File: src/rtl/pxl_pkg.sv
package pxl_pkg;
  localparam int unsigned NUM_CH = 3;

  // Field order inside a palette word, lowest field first
  typedef enum logic [1:0] {
    CH_BLU = 2'd0,
    CH_GRN = 2'd1,
    CH_RED = 2'd2
  } chan_e;
endpackage

File: src/rtl/pxl_mask_reg.sv
module pxl_mask_reg #(
  parameter int unsigned IDX_W = 8
) (
  input  logic             clk,
  input  logic             rst,
  input  logic             we,
  input  logic [IDX_W-1:0] val,
  output logic [IDX_W-1:0] mask_q
);
  always_ff @(posedge clk) begin
    if (rst)     mask_q <= '1;
    else if (we) mask_q <= val;
  end
endmodule

File: src/rtl/pxl_index_stage.sv
module pxl_index_stage #(
  parameter int unsigned IDX_W = 8
) (
  input  logic             clk,
  input  logic             rst,
  input  logic [IDX_W-1:0] idx,
  input  logic             blank,
  input  logic [IDX_W-1:0] mask,
  output logic [IDX_W-1:0] addr_q,
  output logic             blank_q
);
  // First stage: capture and mask; the address feeds the palette port directly
  always_ff @(posedge clk) begin
    if (rst) begin
      addr_q  <= '0;
      blank_q <= 1'b1;
    end else begin
      addr_q  <= idx & mask;
      blank_q <= blank;
    end
  end
endmodule

File: src/rtl/pxl_color_stage.sv
module pxl_color_stage #(
  parameter int unsigned CH_W = 6
) (
  input  logic                                  clk,
  input  logic                                  rst,
  input  logic                                  blank_in,
  input  logic [pxl_pkg::NUM_CH*CH_W-1:0]       rdata,
  output logic [pxl_pkg::NUM_CH-1:0][CH_W-1:0]  ch_o
);
  localparam int unsigned COL_W = pxl_pkg::NUM_CH * CH_W;

  logic             blank_d2;  // aligned with the palette read
  logic             blank_d3;  // aligned with the captured word
  logic [COL_W-1:0] color_d3;

  always_ff @(posedge clk) begin
    if (rst) begin
      blank_d2 <= 1'b1;
      blank_d3 <= 1'b1;
      color_d3 <= '0;
    end else begin
      blank_d2 <= blank_in;
      blank_d3 <= blank_d2;
      color_d3 <= rdata;
    end
  end

  for (genvar c = 0; c < pxl_pkg::NUM_CH; c++) begin : g_ch
    logic [CH_W-1:0] out_q;
    always_ff @(posedge clk) begin
      if (rst)           out_q <= '0;
      else if (blank_d3) out_q <= '0;
      else               out_q <= color_d3[c*CH_W +: CH_W];
    end
    assign ch_o[c] = out_q;
  end
endmodule

File: src/rtl/palette_pixel_pipe.sv
module palette_pixel_pipe #(
  parameter int unsigned IDX_W = 8,
  parameter int unsigned CH_W  = 6
) (
  input  logic                               clk,
  input  logic                               rst,
  input  logic [IDX_W-1:0]                   pix_idx,
  input  logic                               pix_blank,
  input  logic                               mask_we,
  input  logic [IDX_W-1:0]                   mask_val,
  output logic [IDX_W-1:0]                   pal_raddr,
  input  logic [pxl_pkg::NUM_CH*CH_W-1:0]    pal_rdata,
  output logic [CH_W-1:0]                    red_o,
  output logic [CH_W-1:0]                    grn_o,
  output logic [CH_W-1:0]                    blu_o
);
  logic [IDX_W-1:0]                     mask_q;
  logic                                 blank_s1;
  logic [pxl_pkg::NUM_CH-1:0][CH_W-1:0] ch;

  pxl_mask_reg #(.IDX_W(IDX_W)) u_mask (
    .clk    (clk),
    .rst    (rst),
    .we     (mask_we),
    .val    (mask_val),
    .mask_q (mask_q)
  );

  pxl_index_stage #(.IDX_W(IDX_W)) u_index (
    .clk     (clk),
    .rst     (rst),
    .idx     (pix_idx),
    .blank   (pix_blank),
    .mask    (mask_q),
    .addr_q  (pal_raddr),
    .blank_q (blank_s1)
  );

  pxl_color_stage #(.CH_W(CH_W)) u_color (
    .clk      (clk),
    .rst      (rst),
    .blank_in (blank_s1),
    .rdata    (pal_rdata),
    .ch_o     (ch)
  );

  assign red_o = ch[pxl_pkg::CH_RED];
  assign grn_o = ch[pxl_pkg::CH_GRN];
  assign blu_o = ch[pxl_pkg::CH_BLU];
endmodule

File: config.mk
export PLATFORM = sky130hd
export DESIGN_NAME = palette_pixel_pipe
export DESIGN_NICKNAME = d
export VERILOG_FILES = /design/src/rtl/pxl_pkg.sv /design/src/rtl/pxl_mask_reg.sv /design/src/rtl/pxl_index_stage.sv /design/src/rtl/pxl_color_stage.sv /design/src/rtl/palette_pixel_pipe.sv
export SDC_FILE = /design/constraint.sdc
export NUM_CORES = 1
export LEC_CHECK = 0
export BUFFER_PORTS_ARGS = -buffer_cell sky130_fd_sc_hd__buf_2
export CORE_ASPECT_RATIO = 0.75
export CORE_UTILIZATION = 45
export CTS_BUF_LIST = sky130_fd_sc_hd__clkbuf_8 sky130_fd_sc_hd__clkbuf_16
export DETAILED_ROUTE_END_ITERATION = 10
export PLACE_DENSITY = 0.8
export SYNTH_ARGS = -nofsm -noshare
export SYNTH_HDL_FRONTEND = slang
export SYNTH_SLANG_ARGS = --single-unit
File: constraint.sdc
create_clock -name clk -period 1.2 [get_ports clk]
set_clock_uncertainty 0.15 [all_clocks]
set_input_delay 0.18 -clock clk [delete_from_list [all_inputs] [get_ports clk]]
set_output_delay 0.18 -clock clk [all_outputs]
set_load 0.01 [all_outputs]
==> run metrics <==
status=finished clean; worst r2r src=u_color.blank_d3$_SDFF_PP1_; dpl cell area=1943 um^2; synthesis-stage register bit count=55; Critical Path Fanout Max=1; H-tree Lvls=2; hold slack=120.7 ps; die footprint=3801 um^2; nets=267; detailed placer's ending HPWL=approximately 1800 um; First-pass DRT Iterations=6; most frequent cells in the layout=buf_2 (63), dfxtp_1 (55), dlygate4sd3_1 (35); yosys warns=0; Initial Utilization=0.4801; Core ar.=3333 um^2; Power Density=between 1000 and 1500 nW/um^2; # clock sinks=55; Least-Margin Pin Slew=315.4 ps; normalized max-slew margin=0.7892; Multi-input gate area=between 400 and 500 um^2; Mapped Nets=166; CTS clk-pin slew, worst paths=90 ps; total CTS buffers=5; Reg area=around 1100 um^2; Die W=70.86 um; Min-Delay Path Depth=2; die height=53.65 um; worst min-delay path endpoint=u_mask.mask_q[2]$_SDFFE_PP1P_; Worst EP required=around 1300 ps; drt wl/cell=11.66 um; P_leak=1.154 nW; CTS root buffer=clkbuf_8; vias in the first global route=1155; Hold Fails Final Rpt=0; first-pass GRT wire length=between 4000 and 5000 um; Final Max Slew Viols=0; Syn Inst Count=~130; critical path data arrival time=1140 ps; total power=3.248 mW; startpoint types=input port; All-Layer GR Usage=0.1812; row cnt=18; initial antenna violation count=0; Finished Cell Area=2392 um^2; hold_sp=mask_we; unrepaired setup endpoints after global routing=false; Vias=1200; slowest stage delay, CP=550 ps; Detail Route Antenna Nets=0; worst-case clock buffer depth=2; commonest non-fill, non-tap cell in the layout=buf_2; Initial DRC Count=between 50 and 60; crit path capture type=register; Total Wirelength=3148 um; IO buf count=63; drt via density=4.444; period utilisation layout=0.9090; crit path max-delay cell type=dlygate4sd3_1; CTS tree=built; Mapped Area=around 1600 um^2; DRC viols=0; Final setup viols=0; post-CTS setup buffers=0; fmax=916.8 MHz; Post-CTS Hold Buffers=35; maximum vdd drop=1.062 mV; I/O Pins=64; diode count=0; FF-to-FF End=u_color.g_ch[0].out_q[5]$_SDFF_PP0_; largest net degree at the start of global routing=28; Yosys cell types=14; crit path cell chain=dlygate4sd3_1 > buf_2 > a211o_1; Area Growth Syn to Fin=49.49%; Avg Inst Size Synth=12.50 um^2; worst r2r path cells=2; Congestion Overflow GR=0; max_cap viols=0; post_cts resized=0; sequential area share after synthesis=0.6880; worst skew pair latency=310 ps; worst hold-check path type=input port to register; layout cell share with drive strength beyond 1=0.3217; fin util=0.7177; Setup Crit Path Kind=input port to register; Tmin final=1091 ps; Layout fillers=237; setup TNS=0 ps; gpl congestion=0.6667; reg2reg setup slack=210 ps
## critical path, delay by kind of cell
family / cells / cell delay (ps)
AOI/OAI and AO/OA: 1 / 280
buffers and inverters: 2 / 680
## per-layer routing
layer  part of all wire  GRT usage
met3              0.049    0.05431
met2               0.51     0.3478
met5                  0          0
met1               0.42     0.1827
met4              0.024     0.1000
## stage by stage
stage	instances	setup slack (ps)
after floorplan	128	207.1
after global placement	227	128.2
after detailed placement	227	91.62
after CTS	270	98.04
after global routing	270	66.13
final	270	109.2
## area by class of cell
type                            count  share of cell area
Clock buffer                        6             0.03452
Clock inverter                      2            0.006799
Multi-Input combinational cell     67              0.1878
Sequential cell                    55              0.4603
Tap cell                           40             0.02092
Timing Repair Buffer              100              0.2897
## cells in the mapped netlist
cell      number  share of area
dfxtp_1       55           0.69
nor2b_1       20          0.078
and2_1        18          0.070
a211o_1        8          0.044
and2b_1        6          0.028
and3b_1        5          0.027
buf_6          3          0.021
nand2_1        3         0.0070
nor2_1         3         0.0070
or2_1          3          0.012
buf_2          1         0.0031
clkbuf_1       1         0.0023
clkbuf_4       1         0.0047
nor2_4         1         0.0070
## worst max-delay path by stage
| stage | startpoint | endpoint | slack [ps] | cells after the start |
|---|---|---|---|---|
| 2_1_floorplan | u_color.blank_d3$_SDFF_PP1_ | u_color.g_ch[0].out_q[0]$_SDFF_PP0_ | 210 | 3 |
| 3_3_place_gp | mask_we | u_mask.mask_q[1]$_SDFFE_PP1P_ | 130 | 3 |
| 3_5_place_dp | mask_we | u_mask.mask_q[1]$_SDFFE_PP1P_ | 90 | 3 |
| 4_1_cts | u_index.addr_q[0]$_SDFF_PP0_ | pal_raddr[0] | 100 | 1 |
| 5_1_grt | u_color.g_ch[1].out_q[5]$_SDFF_PP0_ | grn_o[5] | 70 | 1 |
| 6_report | mask_val[6] | u_mask.mask_q[6]$_SDFFE_PP1P_ | 110 | 3 |
## where the power goes
| group | internal [mW] | switching, mW |
|---|---|---|
| Clock | 0.471 | 0.570 |
| Combinational | 0.188 | 0.0998 |
| Sequential | 1.90 | 0.0213 |
## state kept, by name, indices dropped and copies added, names as in the netlist
signal              count
u_index.addr_q          8
u_color.blank_d2        1
u_index.blank_q         1
u_color.g_ch.out_q     18
u_color.blank_d3        1
u_mask.mask_q           8
u_color.color_d3       18
## kinds of logic (layout without fill, tap and decap cells)
kind of cell	count (synthesis)	in the layout	share of synthesized area
simple gates	59	59	0.2369
compound gates	8	8	0.04379
flops	55	55	0.6880
buf+inv	6	108	0.03127
No activity file was read; power rests on OpenSTA's default activity.
